File: src/rtl/busreq_pkg.sv
package busreq_pkg;

  typedef enum logic [1:0] {
    ST_IDLE = 2'd0,
    ST_REQ  = 2'd1,
    ST_OWN  = 2'd2
  } arb_state_e;

  typedef enum logic {
    CH_RD = 1'b0,
    CH_WR = 1'b1
  } chan_e;

  // encoded as {write-priority bit, read-priority bit}
  typedef enum logic [1:0] {
    PM_FIRST = 2'b00,
    PM_RDFIX = 2'b01,
    PM_BAD   = 2'b10,
    PM_ALT   = 2'b11
  } prio_mode_e;

endpackage

File: src/rtl/busreq_rstsync.sv
module busreq_rstsync #(
  parameter int STAGES = 2
) (
  input  logic clk,
  input  logic rst_n,
  output logic rst_n_sync
);
  logic [STAGES-1:0] sync_q;

  always_ff @(posedge clk or negedge rst_n) begin
    if (!rst_n) sync_q <= '0;
    else        sync_q <= {sync_q[STAGES-2:0], 1'b1};
  end

  assign rst_n_sync = sync_q[STAGES-1];
endmodule

File: src/rtl/busreq_status.sv
module busreq_status #(
  parameter int DEPTH  = 8,
  parameter int CNT_W  = 8,
  parameter int THRESH = 4,
  localparam int FILL_W = $clog2(DEPTH + 1)
) (
  input  logic [CNT_W-1:0]  out_count,
  input  logic [CNT_W-1:0]  in_count,
  input  logic [FILL_W-1:0] out_fill,
  input  logic [FILL_W-1:0] in_fill,
  output logic              out_cnt_zero,
  output logic              in_cnt_zero,
  output logic              out_empty,
  output logic              out_four_plus,
  output logic              out_full,
  output logic              in_empty,
  output logic              in_four_free,
  output logic              in_full
);
  localparam logic [FILL_W-1:0] DEPTH_V = FILL_W'(DEPTH);
  localparam logic [FILL_W-1:0] THR_V   = FILL_W'(THRESH);

  logic [FILL_W-1:0] in_space;

  always_comb begin
    in_space      = DEPTH_V - in_fill;
    out_cnt_zero  = (out_count == '0);
    in_cnt_zero   = (in_count == '0);
    out_empty     = (out_fill == '0);
    out_four_plus = (out_fill >= THR_V);
    out_full      = (out_fill == DEPTH_V);
    in_empty      = (in_fill == '0);
    in_four_free  = (in_space >= THR_V);
    in_full       = (in_fill == DEPTH_V);
  end
endmodule

File: src/rtl/busreq_qualify.sv
module busreq_qualify #(
  parameter int DEPTH  = 8,
  parameter int CNT_W  = 8,
  parameter int THRESH = 4,
  localparam int FILL_W = $clog2(DEPTH + 1)
) (
  input  logic              wr_en,
  input  logic              rd_en,
  input  logic              wr_gate4,
  input  logic [CNT_W-1:0]  out_count,
  input  logic [CNT_W-1:0]  in_count,
  input  logic [FILL_W-1:0] out_fill,
  input  logic [FILL_W-1:0] in_fill,
  input  logic              bus_grant,
  input  logic              hold_wr,
  output logic              wr_pend,
  output logic              rd_pend
);
  localparam logic [FILL_W-1:0] DEPTH_V = FILL_W'(DEPTH);
  localparam logic [FILL_W-1:0] THR_V   = FILL_W'(THRESH);

  logic wr_base;
  logic wr_fill_ok;
  logic gate_waived;

  always_comb begin
    wr_base     = wr_en && (out_count != '0) && (out_fill != '0);
    gate_waived = bus_grant || hold_wr;
    wr_fill_ok  = !wr_gate4 || gate_waived || (out_fill >= THR_V);
    wr_pend     = wr_base && wr_fill_ok;
    rd_pend     = rd_en && (in_count != '0) && (in_fill < DEPTH_V);
  end
endmodule

File: src/rtl/busreq_select.sv
module busreq_select
  import busreq_pkg::*;
(
  input  logic       clk,
  input  logic       rst_n,
  input  prio_mode_e mode,
  input  logic       rd_pend,
  input  logic       wr_pend,
  input  logic       adv,
  input  chan_e      cur_ch,
  output logic       pick_valid,
  output chan_e      pick_ch,
  output logic       bad_cfg
);
  logic  alt_q, alt_d, alt_en;
  logic  older_wr_q, older_wr_d;
  logic  both;
  chan_e single_ch;

  always_comb begin
    both      = rd_pend && wr_pend;
    single_ch = wr_pend ? CH_WR : CH_RD;
    bad_cfg   = (mode == PM_BAD);
    unique case (mode)
      PM_RDFIX: pick_ch = rd_pend ? CH_RD : CH_WR;
      PM_ALT:   pick_ch = both ? chan_e'(alt_q) : single_ch;
      default:  pick_ch = both ? (older_wr_q ? CH_WR : CH_RD) : single_ch;
    endcase
    pick_valid = (rd_pend || wr_pend) && !bad_cfg;
  end

  always_comb begin
    alt_en     = adv;
    alt_d      = (cur_ch == CH_RD);
    older_wr_d = both ? older_wr_q : wr_pend;
  end

  always_ff @(posedge clk or negedge rst_n) begin
    if (!rst_n) begin
      alt_q      <= 1'b0;
      older_wr_q <= 1'b0;
    end else begin
      if (alt_en) alt_q <= alt_d;
      older_wr_q <= older_wr_d;
    end
  end


  alt_hold_chk: assert property (@(posedge clk) disable iff (!rst_n)
    !adv |=> $stable(alt_q));

endmodule

File: src/rtl/busreq_arbiter.sv
module busreq_arbiter
  import busreq_pkg::*;
#(
  parameter int DEPTH  = 8,
  parameter int CNT_W  = 8,
  parameter int THRESH = 4,
  localparam int FILL_W = $clog2(DEPTH + 1)
) (
  input  logic              clk,
  input  logic              rst_n,
  input  logic              cfg_rd_first,
  input  logic              cfg_wr_first,
  input  logic              cfg_wr_en,
  input  logic              cfg_rd_en,
  input  logic              cfg_wr_gate4,
  input  logic [CNT_W-1:0]  out_count,
  input  logic [CNT_W-1:0]  in_count,
  input  logic [FILL_W-1:0] out_fill,
  input  logic [FILL_W-1:0] in_fill,
  input  logic              bus_grant,
  input  logic              burst_done,
  output logic              bus_req,
  output logic              chan_sel,
  output logic              cfg_error,
  output logic              wr_suspend,
  output logic              out_cnt_zero,
  output logic              in_cnt_zero,
  output logic              out_empty,
  output logic              out_four_plus,
  output logic              out_full,
  output logic              in_empty,
  output logic              in_four_free,
  output logic              in_full
);
  logic       rst_ns;
  arb_state_e state_q, state_d;
  chan_e      chan_q, chan_d;
  logic       chan_en;
  prio_mode_e mode;
  logic       wr_pend, rd_pend;
  logic       hold_wr;
  logic       pick_valid;
  chan_e      pick_ch;
  logic       bad_cfg;
  logic       abort;
  logic       other_pend;
  logic       adv;

  busreq_rstsync #(.STAGES(2)) i_rstsync (
    .clk        (clk),
    .rst_n      (rst_n),
    .rst_n_sync (rst_ns)
  );

  busreq_status #(.DEPTH(DEPTH), .CNT_W(CNT_W), .THRESH(THRESH)) i_status (
    .out_count     (out_count),
    .in_count      (in_count),
    .out_fill      (out_fill),
    .in_fill       (in_fill),
    .out_cnt_zero  (out_cnt_zero),
    .in_cnt_zero   (in_cnt_zero),
    .out_empty     (out_empty),
    .out_four_plus (out_four_plus),
    .out_full      (out_full),
    .in_empty      (in_empty),
    .in_four_free  (in_four_free),
    .in_full       (in_full)
  );

  assign hold_wr = (state_q != ST_IDLE) && (chan_q == CH_WR);

  busreq_qualify #(.DEPTH(DEPTH), .CNT_W(CNT_W), .THRESH(THRESH)) i_qualify (
    .wr_en     (cfg_wr_en),
    .rd_en     (cfg_rd_en),
    .wr_gate4  (cfg_wr_gate4),
    .out_count (out_count),
    .in_count  (in_count),
    .out_fill  (out_fill),
    .in_fill   (in_fill),
    .bus_grant (bus_grant),
    .hold_wr   (hold_wr),
    .wr_pend   (wr_pend),
    .rd_pend   (rd_pend)
  );

  assign mode = prio_mode_e'({cfg_wr_first, cfg_rd_first});

  busreq_select i_select (
    .clk        (clk),
    .rst_n      (rst_ns),
    .mode       (mode),
    .rd_pend    (rd_pend),
    .wr_pend    (wr_pend),
    .adv        (adv),
    .cur_ch     (chan_q),
    .pick_valid (pick_valid),
    .pick_ch    (pick_ch),
    .bad_cfg    (bad_cfg)
  );

  always_comb begin
    if (chan_q == CH_WR) begin
      abort      = bad_cfg || !cfg_wr_en || (out_count == '0);
      other_pend = rd_pend;
    end else begin
      abort      = bad_cfg || !cfg_rd_en || (in_count == '0);
      other_pend = wr_pend;
    end
    adv = (state_q == ST_OWN) && burst_done && !abort && other_pend;
  end

  always_comb begin
    state_d = state_q;
    chan_d  = pick_ch;
    chan_en = 1'b0;
    unique case (state_q)
      ST_IDLE: begin
        if (pick_valid) begin
          state_d = ST_REQ;
          chan_en = 1'b1;
        end
      end
      ST_REQ: begin
        if (abort)          state_d = ST_IDLE;
        else if (bus_grant) state_d = ST_OWN;
      end
      ST_OWN: begin
        if (abort || burst_done) state_d = ST_IDLE;
      end
      default: state_d = ST_IDLE;
    endcase
  end

  always_ff @(posedge clk or negedge rst_ns) begin
    if (!rst_ns) begin
      state_q <= ST_IDLE;
      chan_q  <= CH_RD;
    end else begin
      state_q <= state_d;
      if (chan_en) chan_q <= chan_d;
    end
  end

  assign bus_req    = (state_q != ST_IDLE);
  assign chan_sel   = chan_q;
  assign cfg_error  = bad_cfg;
  assign wr_suspend = !cfg_wr_en && (out_count != '0);


  bad_cfg_drop_chk: assert property (@(posedge clk) disable iff (!rst_ns)
    cfg_error |=> !bus_req);


  wr_suspend_drop_chk: assert property (@(posedge clk) disable iff (!rst_ns)
    (bus_req && chan_sel && !cfg_wr_en) |=> !bus_req);


  wr_start_qual_chk: assert property (@(posedge clk) disable iff (!rst_ns)
    ($rose(bus_req) && chan_sel) |-> ($past(cfg_wr_en) && $past(out_count != '0)));


  rd_first_chk: assert property (@(posedge clk) disable iff (!rst_ns)
    (state_q == ST_IDLE && rd_pend && mode == PM_RDFIX) |=> (bus_req && !chan_sel));


  own_hold_chk: assert property (@(posedge clk) disable iff (!rst_ns)
    (state_q == ST_OWN && !burst_done && !abort) |=> bus_req);

endmodule

File: config.mk
export PLATFORM = sky130hd
export DESIGN_NAME = busreq_arbiter
export DESIGN_NICKNAME = d
export VERILOG_FILES = /design/src/rtl/busreq_pkg.sv /design/src/rtl/busreq_rstsync.sv /design/src/rtl/busreq_status.sv /design/src/rtl/busreq_qualify.sv /design/src/rtl/busreq_select.sv /design/src/rtl/busreq_arbiter.sv
export SDC_FILE = /design/constraint.sdc
export NUM_CORES = 1
export LEC_CHECK = 0
export BUFFER_PORTS_ARGS = -buffer_cell sky130_fd_sc_hd__buf_4
export CAP_MARGIN = 10
export CORE_MARGIN = 5
export CORE_UTILIZATION = 38
export CTS_CLUSTER_SIZE = 14
export DETAILED_ROUTE_END_ITERATION = 8
export GPL_ROUTABILITY_DRIVEN = 0
export PLACE_DENSITY = 0.92
export SETUP_SLACK_MARGIN = 0.05
export SLEW_MARGIN = 20
export SYNTH_ARGS = -nofsm -noshare
export SYNTH_HDL_FRONTEND = slang
export SYNTH_SLANG_ARGS = --single-unit
File: constraint.sdc
create_clock -name clk -period 3.41 [get_ports clk]
set_clock_uncertainty 0.1 [all_clocks]
set_input_delay 0.682 -clock clk [delete_from_list [all_inputs] [get_ports clk]]
set_output_delay 0.682 -clock clk [all_outputs]
set_load 0.02 [all_outputs]
Word-level counts from Yosys, hierarchy flattened
Cells that the tools add are included.
{"block": "totals", "ff_bits": 7, "out_inout_bits": 12, "wordCells": 71}
{"block": "op_classes", "n_addsub": 1, "magnitude_cmp": 3, "n_eq_ne": 10, "muxes": 15, "bitwise": 1, "reduce_logical": 36}
{"cell": "$logic_not 8->1", "count": 2}
{"cell": "$reduce_bool 8->1", "count": 2}
{"cell": "$logic_and 1x1->1", "count": 12}
{"cell": "$logic_or 1x1->1", "count": 9}
{"cell": "$mux 1", "count": 9}
{"cell": "$eq 4x4->1 const B", "count": 2}
{"cell": "$ge 4x3->1 const B", "count": 2}
{"cell": "$logic_not 4->1", "count": 2}
{"cell": "$mux 2", "count": 4}
{"cell": "$eq 2x2->1 const B", "count": 3}
{"cell": "$pmux 2 s3", "count": 1}
{"cell": "$logic_not 1->1", "count": 5}
{"cell": "$eq 2x1->1 const B", "count": 2}
{"cell": "$lt 4x4->1 const B", "count": 1}
{"cell": "$ne 2x1->1 const B", "count": 2}
{"cell": "$reduce_bool 4->1", "count": 1}
{"cell": "$sub 4x4->4 const A", "count": 1}
{"cell": "$ne 3x3->1 const B", "count": 1}
{"cell": "$reduce_and 3->1", "count": 1}
{"cell": "$logic_not 2->1", "count": 1}
{"cell": "$pmux 1 s2", "count": 1}
{"cell": "$reduce_bool 2->1", "count": 1}
{"cell": "$not 1->1", "count": 1}

Longest topological paths before layout
Gate-level depths: netlist of the first run.
{"block": "logic_depth", "word_depth": 10, "ltp_mapped": 5, "mapped_depth_nobuf": 5}

Cells and area by module
From an unflattened synthesis of the first run, not the netlist that was laid out.
{"block": "hier_totals", "cells_unflattened": 67, "hier_area_um2": 591.8}
{"mod": "busreq_arbiter", "instances": 1, "cells_per_inst": 26, "area_per_inst_um2": 264.0, "seq_area_each_um2": 75.1}
{"mod": "busreq_select", "instances": 1, "cells_per_inst": 13, "area_per_inst_um2": 110.1, "seq_area_each_um2": 50.0}
{"mod": "busreq_status", "instances": 1, "cells_per_inst": 14, "area_per_inst_um2": 88.8, "seq_area_each_um2": 0.0}
{"mod": "busreq_qualify", "instances": 1, "cells_per_inst": 11, "area_per_inst_um2": 75.1, "seq_area_each_um2": 0.0}
{"mod": "busreq_rstsync", "instances": 1, "cells_per_inst": 3, "area_per_inst_um2": 53.8, "seq_area_each_um2": 50.0}

Worst setup path after synthesis of the first run
Ideal clock, no wire load.
{"block": "synth_timing", "path_kind": "input-to-output", "start": "in out_count[5]", "end": "out wr_suspend", "arrival_time_ns": 1.792, "setup_slack_ns": 0.836, "stages": 4, "n_path_buf": 0, "path_cell_list": "or4_1 or2_1 inv_1 nor2_1"}
{"block": "synth_via", "elab_chain_len": 2}
{"item": "start, declared", "line_no": "busreq_arbiter.sv:16", "source": "input logic [CNT_W-1:0] out_count,"}
{"item": "$reduce_bool 8->1", "line_no": "busreq_arbiter.sv:147", "source": "assign wr_suspend = !cfg_wr_en && (out_count != '0);"}
{"item": "$logic_and 1x1->1", "line_no": "busreq_arbiter.sv:147"}
{"item": "end, declared", "line_no": "busreq_arbiter.sv:25", "source": "output logic wr_suspend,"}
No other way between the ends.

Worst setup path in the final report of the first run
Same ends and word-level chain as after synthesis.

==> results by group, run 1 <==
Timing
  – Slew Viols, Final: 0
  – Unrepaired setup endpoints after global routing: false
  – Final WS setup: between 0.7 and 0.8 ns
  – Hold_ws: around 0.11 ns
  – Tmin final: between 2 and 3 ns
  – Final Hold Viols: 0
  – Final setup violating endpoints: 0
  – Tcrit/Tclk final: 78.2%
  – Fmax: approximately 0.38 GHz
  – Setup_tns: 0 ns

Clock tree
  – Clock latency at the later pin of the worst-skew pair: 0.24 ns
  – Clk Tree Root Cell: clkbuf_4
  – Clock sink count: 7
  – Num CTS Buffers: 3
  – # hold bufs at CTS: 1
  – Clk buf depth: 2
  – H-tree levels: 1
  – TritonCTS clock tree: built
  – Post-CTS setup buffers: 0
  – Clock transition at path regs: 0.05 ns
  – Post-cts resize count: 0

Cells and area
  – Nets@finish: about 140
  – Final Non-Filler Cells: approximately 120
  – Share of cells above drive strength 1: about 48%
  – Util after Layout: 69.8%
  – Finished Cell Area: just under 900 um2
  – Area grow syn2layout: 77.0%
  – Antenna diodes: 0

Pwr
  – Design Power: between 0.2 and 0.3 mW
  – Peak supply drop: 0.000262 V
  – Leakage: ~0.44 nW
  – Pwr Density: about 340 nW/um2

Die
  – Die Wd: between 40 and 50 um
  – Die area: ~2100 um2
  – Core area: 1270 um2
  – Initial Util: about two fifths
  – I/O pin count: 45
  – Die height: 46.3 um
  – Row count: 13

Drt
  – Residual DRC: 0
  – Routed vias/inst: around 5.4
  – Routed WL per cell: approximately 13 um
  – Routed WL: 1.61 mm
  – Post-DRT Antenna Nets: 0
  – Via Count: 664
  – DR pass1 iterations: 4
  – 1st-iter DRT viols: 9

Global routing
  – GRT Overall Usage: between 15 and 20%
  – Vias in the first global route: around 600
  – Overflow after GRT: 0
  – First-pass GRT wire length: approximately 2.4 mm
  – Largest net degree at the start of global routing: 8
  – Initial antenna violation count: 0

Yosys
  – Syn Std Cell Area: approximately 500 um2
  – Yosys cell types: 30
  – Synth Warn #: 0
  – Synthesized flop and latch total: 7
  – Syn nets: 93
  – Synth async-reset ratio: 100%
  – Post-synth EDFFs: 0
  – Main synth FF type: dfrtp_1
  – Post-synthesis sequential area ratio: 35.0%
  – Syn Area/Cell: approximately 8.3 um2
  – Post-Syn Instances: 60

Place
  – Dpl ws: around 0.75 ns
  – Placed Instance Area: around 850 um2
  – Post-detail-place hpwl: about 1.4 mm
  – Inst Count DP: 119
  – I/O Buffers: 44

Setup path
  – CP Data Required Time: roughly 2.6 ns
  – Worst setup SP type: primary input
  – Critical Path End Type: primary output
  – Worst Path Arrival: 1.88 ns
  – Critical path class: in -> out
  – Worst-path maximum fanout: 4

Run
  – Max_cap viols: 0

Worst hold path
  – Hold Crit Class: in -> async

Status
  – Outcome: finished clean
[cells in the mapped netlist, types with 2 or more instances]
library cell / n / area share [%]
nor4_1: 3 / 3.8
nor4b_1: 2 / 3.5
or4_1: 2 / 3.0
nor3_1: 2 / 2.0
inv_1: 6 / 4.5
or2_2: 2 / 2.5
nor2_1: 7 / 5.3
a31oi_1: 3 / 3.8
nand2_1: 3 / 2.2
or4_4: 2 / 4.5
o21ai_0: 3 / 3.0
dfrtp_1: 7 / 35
[power by group]
part	internal, mW	switching (mW)	leakage [nW]
clock	0.0444	0.0264	0.0150
sequential	0.0942	0.0129	0.0815
combinational	0.0615	0.0601	0.339
total	0.200	0.0994	0.436
[cell usage in the layout, fill, tap and decap left out, drive strengths merged, types with 2 or more instances in the layout]
cell / instances
a31oi: 3
buf: 44
clkbuf: 4
dfrtp: 7
inv: 6
nand2: 3
nor2: 7
nor3: 2
nor4: 3
nor4b: 2
o21ai: 4
or2: 3
or4: 4
[layout make-up]
type	instances	area, um2
fill	106	383
inverter	6	22.5
sequential	7	175
clock buffer	4	26.3
multi-input combinational	47	303
tap	15	18.8
timing repair buffer	45	340
[state kept, by name, summed over array words and instances (netlist names)]
signal               cells
i_rstsync.sync_q         2
i_select.older_wr_q      1
i_select.alt_q           1
state_q                  2
chan_sel                 1
[routing by layer]
| layer | vias up | part of all wire (%) | global-route usage, % |
|---|---|---|---|
| li1 | 328 | - | - |
| met2 | 35 | 47 | 27.2 |
| met4 | 0 | 0 | 6.82 |
| met1 | 301 | 35 | 15.3 |
| met3 | 0 | 18 | 6.25 |
| met5 | - | 0 | 0 |
[worst max-delay path: stages]
cell and delay [ns]:
buf_4 0.10, or4_1 0.53, or2_1 0.29, inv_1 0.09, nor2_1 0.04, buf_4 0.15
[kinds of logic after synthesis]
group           count (synthesis)  share of synthesized area [%]
flops                           7                           35.0
other cells                     1                          0.749
simple gates                   28                           32.8
compound gates                 18                           27.0
buf+inv                         6                           4.50
[worst paths after layout]
kind | startpoint | to | slack [ns] | cells past startpoint
max | out_count[5] | wr_suspend | 0.74 | 6
min | rst_n | i_rstsync.sync_q[0]$_DFF_PN0_ | 0.11 | 1
max reg2reg | chan_sel$_DFFE_PN0P_ | i_select.alt_q$_DFFE_PN0P_ | 1.94 | 3
min reg2reg | i_rstsync.sync_q[0]$_DFF_PN0_ | i_rstsync.sync_q[1]$_DFF_PN0_ | 0.26 | 0
max in group asynchronous | i_rstsync.sync_q[1]$_DFF_PN0_ | state_q[1]$_DFFE_PN0P_ | 2.51 | 1
min in group clk | i_rstsync.sync_q[0]$_DFF_PN0_ | i_rstsync.sync_q[1]$_DFF_PN0_ | 0.26 | 0
(Power assumes the default switching activity.)
==> run 2: changes to the inputs <==
--- a/config.mk
+++ b/config.mk
@@ -8,11 +8,11 @@
 export BUFFER_PORTS_ARGS = -buffer_cell sky130_fd_sc_hd__buf_4
 export CAP_MARGIN = 10
 export CORE_MARGIN = 5
-export CORE_UTILIZATION = 38
+export CORE_UTILIZATION = 32
 export CTS_CLUSTER_SIZE = 14
 export DETAILED_ROUTE_END_ITERATION = 8
 export GPL_ROUTABILITY_DRIVEN = 0
-export PLACE_DENSITY = 0.92
+export PLACE_DENSITY = 0.84
 export SETUP_SLACK_MARGIN = 0.05
 export SLEW_MARGIN = 20
 export SYNTH_ARGS = -nofsm -noshare
==> constraint.sdc (replaced) <==
create_clock -name clk -period 2.35 [get_ports clk]
set_clock_uncertainty 0.1 [all_clocks]
set_input_delay 0.47 -clock clk [delete_from_list [all_inputs] [get_ports clk]]
set_output_delay 0.47 -clock clk [all_outputs]
set_load 0.02 [all_outputs]
==> run 2 against run 1 <==
  * Critical path depth is the same
  * Register-to-register slack worse by 1.1 ns
  * Combinational power up 45%
  * Global-route usage decreased by 1.7 points
  * Non-clock buffer count up 1
  * Final area increased by 1.3%
  * Clock-buffer cell count stayed put
  * Sequential cell count is the same
  * Largest power group unchanged
  * Highest routed layer unchanged
==> results by group, run 2 (synthesis results as in run 1) <==
Status
  – Outcome: finished clean

Clock tree
  – Post-cts resize count: 0 (unchanged)
  – Clock latency at the later pin of the worst-skew pair: 0.24 ns (about the same)
  – Clk buf depth: 2 (unchanged)
  – Clock sink count: 7 (unchanged)
  – Num CTS Buffers: 3 (unchanged)
  – H-tree levels: 1 (unchanged)
  – Clock transition at path regs: 0.05 ns (about the same)
  – Post-CTS setup buffers: 0 (unchanged)
  – Clk Tree Root Cell: clkbuf_4
  – # hold bufs at CTS: 2 (+1)
  – TritonCTS clock tree: built

Cells and area
  – Nets@finish: 144 (+0.70%)
  – Antenna diodes: 0 (unchanged)
  – Top flop regs: i_rstsync.sync_q: 2 flops, state_q: 2 flops
  – Commonest non-fill, non-tap cells in the layout: 44 x buf_4, 7 x nor2_1, 7 x dfrtp_1
  – Area grow syn2layout: 79.2%
  – Most common cell after layout, fill and taps aside: buf_4
  – Share of cells above drive strength 1: 47.3% (-0.43 points)

Worst hold path
  – Hold Crit Class: reg -> reg

Global routing
  – Initial antenna violation count: 0 (unchanged)
  – Largest net degree at the start of global routing: 8 (unchanged)
  – Vias in the first global route: 661 (+12%)
  – First-pass GRT wire length: 2.72 mm (+15%)
  – Overflow after GRT: 0 (unchanged)
  – GRT Overall Usage: 13.6% (-1.7 points)

Timing
  – Final setup violating endpoints: 0 (unchanged)
  – Slew Viols, Final: 0 (unchanged)
  – Unrepaired setup endpoints after global routing: false
  – Final Hold Viols: 0 (unchanged)
  – Hold_ws: 0.257 ns (+0.149 ns)
  – Tcrit/Tclk final: between 90 and 100%
  – Fmax: between 0.4 and 0.5 GHz
  – Setup_tns: 0 ns (unchanged)
  – Tmin final: about 2.2 ns

Drt
  – DR pass1 iterations: 4 (unchanged)
  – 1st-iter DRT viols: 5 (-4)
  – Via Count: 659 (-0.75%)
  – Post-DRT Antenna Nets: 0 (unchanged)
  – Residual DRC: 0 (unchanged)
  – Routed WL: 1.64 mm (+1.8%)
  – Routed vias/inst: 5.23 (-2.3%)
  – Routed WL per cell: 13.0 um (+0.18%)

Setup path
  – Worst setup SP type: primary input
  – Worst-path maximum fanout: 4 (unchanged)
  – Critical path class: in -> out
  – Worst Path Arrival: 1.66 ns (-0.22 ns)
  – Critical Path End Type: primary output
  – CP Data Required Time: 1.78 ns (-0.85 ns)

Die
  – I/O pin count: 45 (unchanged)
  – Row count: 14 (+1)
  – Initial Util: 33.6% (-5.8 points)
  – Die height: 49.5 um (+7.0%)
  – Die area: 2450 um2 (+15%)
  – Die Wd: 49.5 um (+7.0%)
  – Core area: 1490 um2 (+17%)

Place
  – Post-detail-place hpwl: 1.42 mm (+2.5%)
  – I/O Buffers: 44 (unchanged)

Run
  – Max_cap viols: 0 (unchanged)

Pwr
  – Pwr Density: 486 nW/um2 (+44%)
  – Peak supply drop: 0.000315 V (+20%)
  – Leakage: 0.440 nW (+0.96%)
==> run 2: cell types whose count changed in the layout (fill, tap and decap cells not counted), sizes merged <==
cell         before  now
dlygate4sd3       1    2
==> run 2: layout make-up <==
type                            count  area, um2
Fill cell                         144        592
Timing Repair Buffer               46        350
Multi-Input combinational cell     47        303
Sequential cell                     7        175
Clock buffer                        4       26.3
Inverter                            6       22.5
Tap cell                           16       20.0
==> run 2: metrics by stage <==
stage	setup slack (ns)	total power, mW	util (%)	cells	instance area [um2]
2_1_floorplan	0.200	0.242	-	60	500
3_3_place_gp	0.142	0.329	57.1	120	851
3_5_place_dp	0.115	0.333	57.1	120	851
4_1_cts	0.109	0.443	60.3	126	897
5_1_grt	0.0557	0.469	60.3	126	897
6_report	0.116	0.436	60.3	126	897
==> run 2: report_power, final <==
group | internal [mW] | switching, mW | leakage (nW)
sequential | 0.137 | 0.0197 | 0.0815
combinational | 0.0903 | 0.0867 | 0.343
clock | 0.0644 | 0.0379 | 0.0150
total | 0.291 | 0.144 | 0.440
==> run 2: worst max-delay path, cell delays in order <==
cell and delay, ns:
buf_4 0.10, or4_1 0.53, or2_1 0.29, inv_1 0.08
nor2_1 0.04, buf_4 0.15
==> run 2: worst paths after layout <==
path / startpoint / endpoint / slack (ns) / depth (start not counted)
setup / recovery: out_count[5] / wr_suspend / 0.12 / 6
hold / removal: i_rstsync.sync_q[0]$_DFF_PN0_ / i_rstsync.sync_q[1]$_DFF_PN0_ / 0.26 / 0
setup reg to reg: chan_sel$_DFFE_PN0P_ / i_select.alt_q$_DFFE_PN0P_ / 0.85 / 3
hold reg to reg: i_rstsync.sync_q[0]$_DFF_PN0_ / i_rstsync.sync_q[1]$_DFF_PN0_ / 0.26 / 0
max in group asynchronous: i_rstsync.sync_q[1]$_DFF_PN0_ / i_select.older_wr_q$_DFFE_PN0N_ / 1.47 / 1
min in group asynchronous: rst_n / i_rstsync.sync_q[1]$_DFF_PN0_ / 0.45 / 2
==> run 2: routing by layer <==
metal  global-route usage [%]  up-vias  routed length, um
li1                         -      331                  -
met1                     15.4      297                635
met2                     22.7       31                778
met3                     5.12        0                227
met4                     5.24        0                  0
met5                        0        -                  0
